===== src/rtl/ipi_irq_pkg.sv =====
// Package: shared types and layout helpers for the interrupt controller.
// Assumes device words fit in 32 bits (NUM_DEV <= 32).
package ipi_irq_pkg;
    // Order equals group index k in the address map.
    typedef enum logic [2:0] {
        GRP_RAW     = 3'd0,
        GRP_RAW_SET = 3'd1,
        GRP_RAW_CLR = 3'd2,
        GRP_SRC     = 3'd3,
        GRP_EN      = 3'd4,
        GRP_EN_SET  = 3'd5,
        GRP_EN_CLR  = 3'd6,
        GRP_NONE    = 3'd7
    } grp_e;

    localparam int unsigned GROUP_BASE   = 8;
    localparam int unsigned MB_PER_CPU   = 2;
    localparam int unsigned RAW_GROUPS   = 3;
    localparam int unsigned CPU_GROUPS   = 4;

    // Byte distance between consecutive groups.
    function automatic int unsigned grp_stride(int unsigned nbits);
        return 8 * (1 + (nbits - 1) / 64);
    endfunction
endpackage


===== src/rtl/ipi_addr_dec.sv =====
// Address decoder: maps a byte address to a group, a CPU index and a word
// select (device word or mailbox word). Purely combinational.
// Assumes word-aligned accesses; misaligned or unmapped addresses give GRP_NONE.
module ipi_addr_dec
    import ipi_irq_pkg::*;
#(
    parameter int unsigned ADDR_W  = 8,
    parameter int unsigned NUM_CPU = 2,
    parameter int unsigned STRIDE  = 8,
    parameter int unsigned CPU_W   = 1
) (
    input  logic [ADDR_W-1:0] addr_i,
    output grp_e              grp_o,
    output logic              id_o,
    output logic [CPU_W-1:0]  cpu_o,
    output logic              mbw_o
);
    int unsigned a, off, g, w, c, k;

    // Split the address into group, CPU copy and word within the group.
    always_comb begin
        a     = 32'(addr_i);
        off   = 0;
        g     = 0;
        w     = 0;
        c     = 0;
        k     = 0;
        grp_o = GRP_NONE;
        id_o  = 1'b0;
        cpu_o = '0;
        mbw_o = 1'b0;
        if (a[1:0] == 2'b00) begin
            if (a == 0) begin
                id_o = 1'b1;
            end else if (a >= GROUP_BASE) begin
                off = a - GROUP_BASE;
                g   = off / STRIDE;
                w   = (off % STRIDE) / 4;
                if (w < 2) begin
                    mbw_o = (w == 1);
                    if (g < RAW_GROUPS) begin
                        grp_o = grp_e'(g[2:0]);
                    end else begin
                        c = (g - RAW_GROUPS) / CPU_GROUPS;
                        k = (g - RAW_GROUPS) % CPU_GROUPS;
                        if (c < NUM_CPU) begin
                            grp_o = grp_e'(3'(k + RAW_GROUPS));
                            cpu_o = CPU_W'(c);
                        end
                    end
                end
            end
        end
    end
endmodule


===== src/rtl/ipi_mbox_raw.sv =====
// Mailbox raw state: one bit per mailbox, raised by set-ones writes and
// acknowledged by clear-ones writes. Assumes set and clear never coincide
// (single write port); set wins if they do.
module ipi_mbox_raw #(
    parameter int unsigned MB_W = 4
) (
    input  logic            clk_i,
    input  logic            rst_ni,
    input  logic            set_i,
    input  logic            clr_i,
    input  logic [MB_W-1:0] mask_i,
    output logic [MB_W-1:0] raw_o
);
    // Update raw mailbox bits from masked set/clear writes.
    always_ff @(posedge clk_i) begin
        if (!rst_ni)     raw_o <= '0;
        else if (set_i)  raw_o <= raw_o | mask_i;
        else if (clr_i)  raw_o <= raw_o & ~mask_i;
    end

    // selected bits rise after a set-ones write
    a_r5_raise: assert property (@(posedge clk_i) disable iff (!rst_ni)
        set_i |=> ((raw_o & $past(mask_i)) == $past(mask_i)));
    // selected bits fall after a clear-ones write
    a_r5_ack: assert property (@(posedge clk_i) disable iff (!rst_ni)
        (clr_i && !set_i) |=> ((raw_o & $past(mask_i)) == '0));
    // unselected bits keep their value
    a_r5_keep: assert property (@(posedge clk_i) disable iff (!rst_ni)
        (set_i || clr_i) |=> ((raw_o & ~$past(mask_i)) == ($past(raw_o) & ~$past(mask_i))));
endmodule


===== src/rtl/ipi_cpu_bank.sv =====
// Per-CPU bank: device and mailbox enable words with load/set/clear access,
// the masked source words and the CPU's interrupt line.
// Assumes at most one of the three write strobes is high in a cycle.
module ipi_cpu_bank #(
    parameter int unsigned DEV_W = 4,
    parameter int unsigned MB_W  = 4
) (
    input  logic             clk_i,
    input  logic             rst_ni,
    input  logic             wr_load_i,
    input  logic             wr_set_i,
    input  logic             wr_clr_i,
    input  logic             mbw_i,
    input  logic [DEV_W-1:0] wdev_i,
    input  logic [MB_W-1:0]  wmb_i,
    input  logic [DEV_W-1:0] dev_raw_i,
    input  logic [MB_W-1:0]  mb_raw_i,
    output logic [DEV_W-1:0] en_dev_o,
    output logic [MB_W-1:0]  en_mb_o,
    output logic [DEV_W-1:0] src_dev_o,
    output logic [MB_W-1:0]  src_mb_o,
    output logic             irq_o
);
    // Device enable word: load, set-ones or clear-ones.
    always_ff @(posedge clk_i) begin
        if (!rst_ni)                  en_dev_o <= '0;
        else if (!mbw_i && wr_load_i) en_dev_o <= wdev_i;
        else if (!mbw_i && wr_set_i)  en_dev_o <= en_dev_o | wdev_i;
        else if (!mbw_i && wr_clr_i)  en_dev_o <= en_dev_o & ~wdev_i;
    end

    // Mailbox enable word: load, set-ones or clear-ones.
    always_ff @(posedge clk_i) begin
        if (!rst_ni)                 en_mb_o <= '0;
        else if (mbw_i && wr_load_i) en_mb_o <= wmb_i;
        else if (mbw_i && wr_set_i)  en_mb_o <= en_mb_o | wmb_i;
        else if (mbw_i && wr_clr_i)  en_mb_o <= en_mb_o & ~wmb_i;
    end

    // Masked source words and the CPU interrupt line.
    assign src_dev_o = dev_raw_i & en_dev_o;
    assign src_mb_o  = mb_raw_i & en_mb_o;
    assign irq_o     = (|src_dev_o) | (|src_mb_o);

    // set-ones write sets the selected device enables
    a_r7_set: assert property (@(posedge clk_i) disable iff (!rst_ni)
        (wr_set_i && !mbw_i) |=> ((en_dev_o & $past(wdev_i)) == $past(wdev_i)));
    // clear-ones write clears the selected device enables
    a_r7_clr: assert property (@(posedge clk_i) disable iff (!rst_ni)
        (wr_clr_i && !mbw_i) |=> ((en_dev_o & $past(wdev_i)) == '0));
    // a device-word write leaves the mailbox enables alone
    a_r7_other_word: assert property (@(posedge clk_i) disable iff (!rst_ni)
        !mbw_i |=> $stable(en_mb_o));
    // with nothing enabled the line stays low
    a_r10_quiet: assert property (@(posedge clk_i) disable iff (!rst_ni)
        ((en_dev_o == '0) && (en_mb_o == '0)) |-> !irq_o);
endmodule


===== src/rtl/ipi_irq_ctrl.sv =====
// Top: multiprocessor interrupt controller with mailboxes. Decodes the
// register port, holds the mailbox raw state, one bank per CPU, and a
// registered read path. Assumes rd_en_i and wr_en_i are never high together.
module ipi_irq_ctrl
    import ipi_irq_pkg::*;
#(
    parameter int unsigned NUM_CPU = 2,
    parameter int unsigned NUM_DEV = 4,
    parameter int unsigned ADDR_W  = 8
) (
    input  logic               clk_i,
    input  logic               rst_ni,
    input  logic [NUM_DEV-1:0] dev_irq_i,
    input  logic [ADDR_W-1:0]  addr_i,
    input  logic               wr_en_i,
    input  logic [31:0]        wdata_i,
    input  logic               rd_en_i,
    output logic [31:0]        rdata_o,
    output logic               rvalid_o,
    output logic [NUM_CPU-1:0] irq_o
);
    localparam int unsigned STRIDE = grp_stride(NUM_DEV);
    localparam int unsigned MB_W   = NUM_CPU * MB_PER_CPU;
    localparam int unsigned CPU_W  = (NUM_CPU > 1) ? $clog2(NUM_CPU) : 1;
    localparam int unsigned MAX_W  = (NUM_DEV > MB_W) ? NUM_DEV : MB_W;

    grp_e              grp;
    logic              is_id;
    logic [CPU_W-1:0]  cpu_sel;
    logic              mbw;
    logic [MB_W-1:0]   mb_raw;
    logic [NUM_CPU-1:0][NUM_DEV-1:0] en_dev, src_dev;
    logic [NUM_CPU-1:0][MB_W-1:0]    en_mb, src_mb;
    logic [31:0]       rd_word;

    ipi_addr_dec #(
        .ADDR_W(ADDR_W), .NUM_CPU(NUM_CPU), .STRIDE(STRIDE), .CPU_W(CPU_W)
    ) u_dec (
        .addr_i(addr_i), .grp_o(grp), .id_o(is_id), .cpu_o(cpu_sel), .mbw_o(mbw)
    );

    ipi_mbox_raw #(.MB_W(MB_W)) u_mbox (
        .clk_i  (clk_i),
        .rst_ni (rst_ni),
        .set_i  (wr_en_i && grp == GRP_RAW_SET && mbw),
        .clr_i  (wr_en_i && grp == GRP_RAW_CLR && mbw),
        .mask_i (wdata_i[MB_W-1:0]),
        .raw_o  (mb_raw)
    );

    // One enable/source bank per CPU.
    for (genvar c = 0; c < NUM_CPU; c++) begin : g_cpu
        logic hit;
        assign hit = wr_en_i && (cpu_sel == CPU_W'(c));
        ipi_cpu_bank #(.DEV_W(NUM_DEV), .MB_W(MB_W)) u_bank (
            .clk_i     (clk_i),
            .rst_ni    (rst_ni),
            .wr_load_i (hit && grp == GRP_EN),
            .wr_set_i  (hit && grp == GRP_EN_SET),
            .wr_clr_i  (hit && grp == GRP_EN_CLR),
            .mbw_i     (mbw),
            .wdev_i    (wdata_i[NUM_DEV-1:0]),
            .wmb_i     (wdata_i[MB_W-1:0]),
            .dev_raw_i (dev_irq_i),
            .mb_raw_i  (mb_raw),
            .en_dev_o  (en_dev[c]),
            .en_mb_o   (en_mb[c]),
            .src_dev_o (src_dev[c]),
            .src_mb_o  (src_mb[c]),
            .irq_o     (irq_o[c])
        );
    end

    if (MAX_W < 32) begin : g_unused
        logic unused_wdata_hi;
        assign unused_wdata_hi = ^wdata_i[31:MAX_W];
    end

    // Select the addressed word for a read.
    always_comb begin
        rd_word = '0;
        if (is_id) begin
            rd_word = 32'(NUM_DEV);
        end else begin
            unique case (grp)
                GRP_RAW, GRP_RAW_SET, GRP_RAW_CLR:
                    rd_word = mbw ? 32'(mb_raw) : 32'(dev_irq_i);
                GRP_SRC:
                    rd_word = mbw ? 32'(src_mb[cpu_sel]) : 32'(src_dev[cpu_sel]);
                GRP_EN, GRP_EN_SET, GRP_EN_CLR:
                    rd_word = mbw ? 32'(en_mb[cpu_sel]) : 32'(en_dev[cpu_sel]);
                default: rd_word = '0;
            endcase
        end
    end

    // Register the read data and its valid flag.
    always_ff @(posedge clk_i) begin
        if (!rst_ni) begin
            rdata_o  <= '0;
            rvalid_o <= 1'b0;
        end else begin
            rvalid_o <= rd_en_i;
            if (rd_en_i) rdata_o <= rd_word;
        end
    end

    // valid follows a read strobe by one cycle
    a_r11_rvalid: assert property (@(posedge clk_i) disable iff (!rst_ni)
        rd_en_i |=> rvalid_o);
    // no valid without a read strobe
    a_r11_no_rvalid: assert property (@(posedge clk_i) disable iff (!rst_ni)
        !rd_en_i |=> !rvalid_o);
    // identification register returns the line count
    a_r2_id: assert property (@(posedge clk_i) disable iff (!rst_ni)
        (rd_en_i && addr_i == '0) |=> (rdata_o == 32'(NUM_DEV)));
    // plain raw writes leave the mailbox state unchanged
    a_r6_raw_plain: assert property (@(posedge clk_i) disable iff (!rst_ni)
        (wr_en_i && grp == GRP_RAW) |=> $stable(mb_raw));
endmodule


===== config.mk =====
export PLATFORM = sky130hd
export DESIGN_NAME = ipi_irq_ctrl
export DESIGN_NICKNAME = d
export VERILOG_FILES = /design/src/rtl/ipi_irq_pkg.sv /design/src/rtl/ipi_addr_dec.sv /design/src/rtl/ipi_mbox_raw.sv /design/src/rtl/ipi_cpu_bank.sv /design/src/rtl/ipi_irq_ctrl.sv
export SDC_FILE = /design/constraint.sdc
export NUM_CORES = 1
export LEC_CHECK = 0
export BUFFER_PORTS_ARGS = -buffer_cell sky130_fd_sc_hd__buf_2
export CORE_MARGIN = 5
export CORE_UTILIZATION = 36
export CTS_CLUSTER_DIAMETER = 50
export DETAILED_ROUTE_END_ITERATION = 8
export HOLD_SLACK_MARGIN = 0.05
export PLACE_DENSITY = 0.68
export SYNTH_ARGS = -nofsm -noshare
export SYNTH_HDL_FRONTEND = slang
export SYNTH_HIERARCHICAL = 1
export SYNTH_SLANG_ARGS = --single-unit

===== constraint.sdc =====
create_clock -name clk_i -period 15.05 [get_ports clk_i]
set_input_delay 3.01 -clock clk_i [delete_from_list [all_inputs] [get_ports clk_i]]
set_output_delay 3.01 -clock clk_i [all_outputs]
set_load 0.005 [all_outputs]

After elaboration in Yosys (flattened, before gate mapping)
Index checks and enable logic that the tools add are counted.
Widths: inputs -> output; s select.

operators by class
  $lt $le $gt $ge = 5
  div/mod/pow operators = 0
  multiplexer cells = 45
  shift-type cells = 0
  multipliers = 0
  add/sub/neg operators = 3
  eq/ne operators = 6
  reductions and logical operators = 39
  bitwise gates (word level) = 18

operators with widths
  cell                   count
  $mux 4                 25
  $and 4x4->4            9
  $mux 32                1
  $lt 30x2->1 const B    1
  $sub 29x2->30 const B  1
  $lt 29x2->1 const B    1
  $logic_and 1x1->1      24
  $or 4x4->4             5
  $mux 3                 6
  $reduce_or 4->1        4
  $mux 1                 12
  $pmux 4 s3             1
  $reduce_bool 3->1      4
  $eq 3x3->1 const B     3
  $sub 8x4->9 const B    1
  $ge 8x4->1 const B     1
  $logic_not 8->1        1
  $eq 3x2->1 const B     2
  $reduce_or 3->1        2
  $lt 1x2->1 const B     2
  $not 4->4              1
  $add 2x2->3 const B    1
  $eq 3x1->1 const B     1
  $logic_not 3->1        1
  5 further kinds        6

word-level totals
  memory bits (writable) = 0
  memory bits (read-only) = 0
  memories = 0
  output and inout bits = 35
  latch bits = 0
  word-level logic and storage cells = 123
  bits in registers = 53

Longest topological paths before layout
  word-level depth = 16
  depth in mapped cells = 24

Cells and area by module
Netlist, hierarchy kept.

by module, submodules not included
  module        seq. area each (µm²)  times used  area an instance (µm²)  cells each
  ipi_cpu_bank  160.2                 2           488.0                   64
  ipi_irq_ctrl  100.1                 1           839.6                   96
  ipi_addr_dec  0.0                   1           610.6                   85
  ipi_mbox_raw  80.1                  1           155.1                   16

Least setup slack after synthesis
No wires, ideal clock.

  path type = in2out
  start point = input dev_irq_i[2]
  end point = output irq_o[0]
  path slack = 7.922 ns
  buffers on the path = 0
  stages = 3
  data arrival time = 4.118 ns
  cell sequence = and2_4 -> or4_1 -> or4_1

between the ends
  longest elaborated chain between the ends = 3

ends and longest elaborated chain
  element          line                source
  from (decl)      ipi_irq_ctrl.sv:13  input logic [NUM_DEV-1:0] dev_irq_i,
  $and 4x4->4      ipi_cpu_bank.sv:41  assign src_dev_o = dev_raw_i & en_dev_o;
  $reduce_or 4->1  ipi_cpu_bank.sv:43  assign irq_o = (|src_dev_o) | (|src_mb_o);
  $or 1x1->1       ipi_cpu_bank.sv:43
  to (decl)        ipi_irq_ctrl.sv:20  output logic [NUM_CPU-1:0] irq_o

Every way passes these cells.

==> results.sh <==
export IMPL_layout_min_cycle_time_ns=7.64
export IMPL_finalHoldViolCount=0
export IMPL_layout_setup_ws_ns=7.41
export IMPL_p_int_w=0.0000968
export IMPL_maxCapViolations=0
export IMPL_cp_slowest_cell="and3_1"
export IMPL_avgSynthCellArea_sq_um=7.94
export IMPL_via_per_inst=5.38
export IMPL_r2r_cells=5
export IMPL_rsz0062_at_grt="false"
export IMPL_clkPwrFrac=0.298
export IMPL_dieArea_sq_um=8960
export IMPL_synth_async_sr_flop_share=0
export IMPL_core_sq_um=6870
export IMPL_crit_chain="buf_2 -> inv_1 -> ha_1 -> a21oi_1 -> or3_1 -> a21oi_1 -> a31oi_1 -> or2_1 -> ha_1 -> nor4bb_1 -> nand3_1 -> a211o_1 -> nor2_1 -> and3_1 -> or2b_1 -> nor2_1 -> or2_2 -> nand3_1 -> a31oi_1"
export IMPL_critPathBufInv=2
export IMPL_drt_iter0_drc=167
export IMPL_clock_path_buffers=2
export IMPL_setup_viol_count_final=0
export IMPL_area_delta_synth_final_pct=4.12
export IMPL_max_freq_mhz=131
export IMPL_holdBufCountCts=0
export IMPL_p_sw_w=0.0000421
export IMPL_pre_cts_slack_ns=7.17
export IMPL_max_vdd_ir_drop_v=0.0000271
export IMPL_tightest_slew_ns=0.940
export IMPL_yosys_area_top_type="dfxtp_1"
export IMPL_overflow=0
export IMPL_finalNetCount=400
export IMPL_cp_max_fo=14
export IMPL_cp_data_required_time_ns=15.25
export IMPL_fp_dieH_um=94.7
export IMPL_dp_hpwl_mm=4.67
export IMPL_synth_top_area_share=0.194
export IMPL_synth_commonest_cells="buf_4 (29), dfxtp_1 (25), nand3b_1 (25), nor2_1 (25), nand2_1 (23)"
export IMPL_cts_root_buf="clkbuf_8"
export IMPL_min_period_over_period=0.508
export IMPL_firstDrtPassIters=4
export IMPL_ys_seq_area_frac=0.194
export IMPL_startpoint_type="input pin"
export IMPL_post_synth_num_cell_types=56
export IMPL_synth_edff_count=0
export IMPL_grt_pass1_wl_mm=10.1
export IMPL_cp_top_family="simple AND/OR/NAND/NOR gates"
export IMPL_leakage_nw=1.06
export IMPL_n_antenna_cell=0
export IMPL_cts_sinks=25
export IMPL_grt_max_degree=49
export IMPL_ant_nets=0
export IMPL_start_util=0.376
export IMPL_cts_tree="yes"
export IMPL_fin_worst_skew_ns=0.00510
export IMPL_worstPathArrival_ns=7.84
export IMPL_drc_errors=0
export IMPL_routed_wl_mm=6.18
export IMPL_post_cts_buffers=0
export IMPL_rows=30
export IMPL_netlist_area_sq_um=2580
export IMPL_seqPwrFrac=0.480
export IMPL_startpoint="addr_i[3]"
export IMPL_ys_ff_latch=25
export IMPL_powerDensity_nw_per_um2=51.7
export IMPL_netlist_instances=325
export IMPL_h_tree_depth=1
export IMPL_antenna_found_initial=0
export IMPL_dp_cells=432
export IMPL_maxSlewViolCount=0
export IMPL_track_usage=0.137
export IMPL_setup_tns_final_ns=0
export IMPL_port_buffers=26
export IMPL_gp_congestion=0.882
export IMPL_yosys_warnings=6
export IMPL_clk_latency_ns=0.27
export IMPL_hold_worst_slack_ns=0.484
export IMPL_cts_made_buffers=3
export IMPL_max_stage_delay_ns=0.63
export IMPL_layout_drive_gt1_share=0.150
export IMPL_yosysMostFrequentCell="buf_4"
export IMPL_switching_share=0.303
export IMPL_layout_cells_non_filler=436
export IMPL_hp_class="reg2reg"
export IMPL_synth_flop_cell="dfxtp_1"
export IMPL_grt_pass1_vias=2077
export IMPL_crit_cells=19
export IMPL_ios=83
export IMPL_reg2reg_slack_ns=13.55
export IMPL_r2r_end="rdata_o[2]"
export IMPL_synthTopCellsByArea="dfxtp_1 (19%), buf_4 (8.4%), nand3b_1 (7.3%)"
export IMPL_vias=2347
export IMPL_dieWidth_um=94.7
export IMPL_max_slew_margin=0.368
export IMPL_detail_route_wl_per_cell_um=14.2
export IMPL_p_comb_frac=0.222
export IMPL_power_w=0.000139
export IMPL_clk_pin_slew_ns=0.09
export IMPL_cts_resized=0
export IMPL_end_kind="flip-flop"
export IMPL_status="completed"
export IMPL_crit_type="in2reg"
## power groups by stage
stage	Sequential, W	Combinational [W]	Clock [W]
after detailed placement	0.0000682	0.0000304	0
after global placement	0.0000682	0.0000295	0
final	0.0000666	0.0000308	0.0000415
after global routing	0.0000667	0.0000354	0.0000449
after CTS	0.0000667	0.0000305	0.0000428
after floorplan	0.0000682	0.0000263	0
## worst reg2reg max path, cell delays in order (launching register included)
cell	delay (ns)
dfxtp_1	0.35
and2_1	0.16
mux4_1	0.50
mux2i_1	0.19
o21ai_1	0.10
o211a_1	0.11
## metrics by stage
stage,utilization,area (sq um)
2_1_floorplan,-,2680
5_1_grt,0.391,2690
3_5_place_dp,0.385,2640
6_report,0.391,2690
3_3_place_gp,0.385,2640
4_1_cts,0.391,2690
## layout make-up
| class | count | area [sq um] |
|---|---|---|
| multi-input combinational | 275 | 1850 |
| inverter | 8 | 30.0 |
| sequential | 25 | 500 |
| timing repair buffer | 28 | 145 |
| fill | 720 | 4180 |
| clock buffer | 4 | 45.0 |
| tap | 96 | 120 |
## kinds of logic after synthesis
kind of cell    synth area share
compound gates             0.168
flops                      0.194
other cells              0.00145
buf+inv                    0.130
fa+ha+maj                 0.0533
mux                       0.0926
simple gates               0.354
xor+xnor                 0.00679
## worst min path at each step
stage                           from          to  slack [ns]  depth (start not counted)
after detailed placement  rdata_o[2]  rdata_o[2]        0.47                          1
after global routing      rdata_o[2]  rdata_o[2]        0.52                          1
after CTS                 rdata_o[2]  rdata_o[2]        0.49                          1
after global placement    rdata_o[2]  rdata_o[2]        0.46                          1
final                     rdata_o[2]  rdata_o[2]        0.48                          1
after floorplan            flip-flop   flip-flop        0.47                          1
## per-layer routing
layer / wire, um / GRT usage
met2: 2850 / 0.216
met4: 88 / 0.0361
met5: 0 / 0
met1: 2950 / 0.198
met3: 296 / 0.0167
## cell usage in the layout (no fill, tap or decap), drive strengths merged, types with 2 or more instances in the layout
| cell | n |
|---|---|
| nand3 | 12 |
| nor3 | 8 |
| clkbuf | 4 |
| dfxtp | 25 |
| nand3b | 25 |
| xor2 | 2 |
| mux2 | 2 |
| nor4b | 3 |
| or4 | 7 |
| and3 | 9 |
| nand2 | 23 |
| nor2 | 25 |
| a22oi | 2 |
| nor3b | 3 |
| conb | 28 |
| a31o | 4 |
| o21ai | 21 |
| a31oi | 20 |
| mux2i | 7 |
| nor2b | 5 |
| nor4 | 3 |
| and2 | 18 |
| buf | 28 |
| mux4 | 6 |
| or2 | 7 |
| o211ai | 2 |
| a21oi | 5 |
| inv | 8 |
| ha | 11 |
Note: power is estimated with default switching activity, not from simulation.
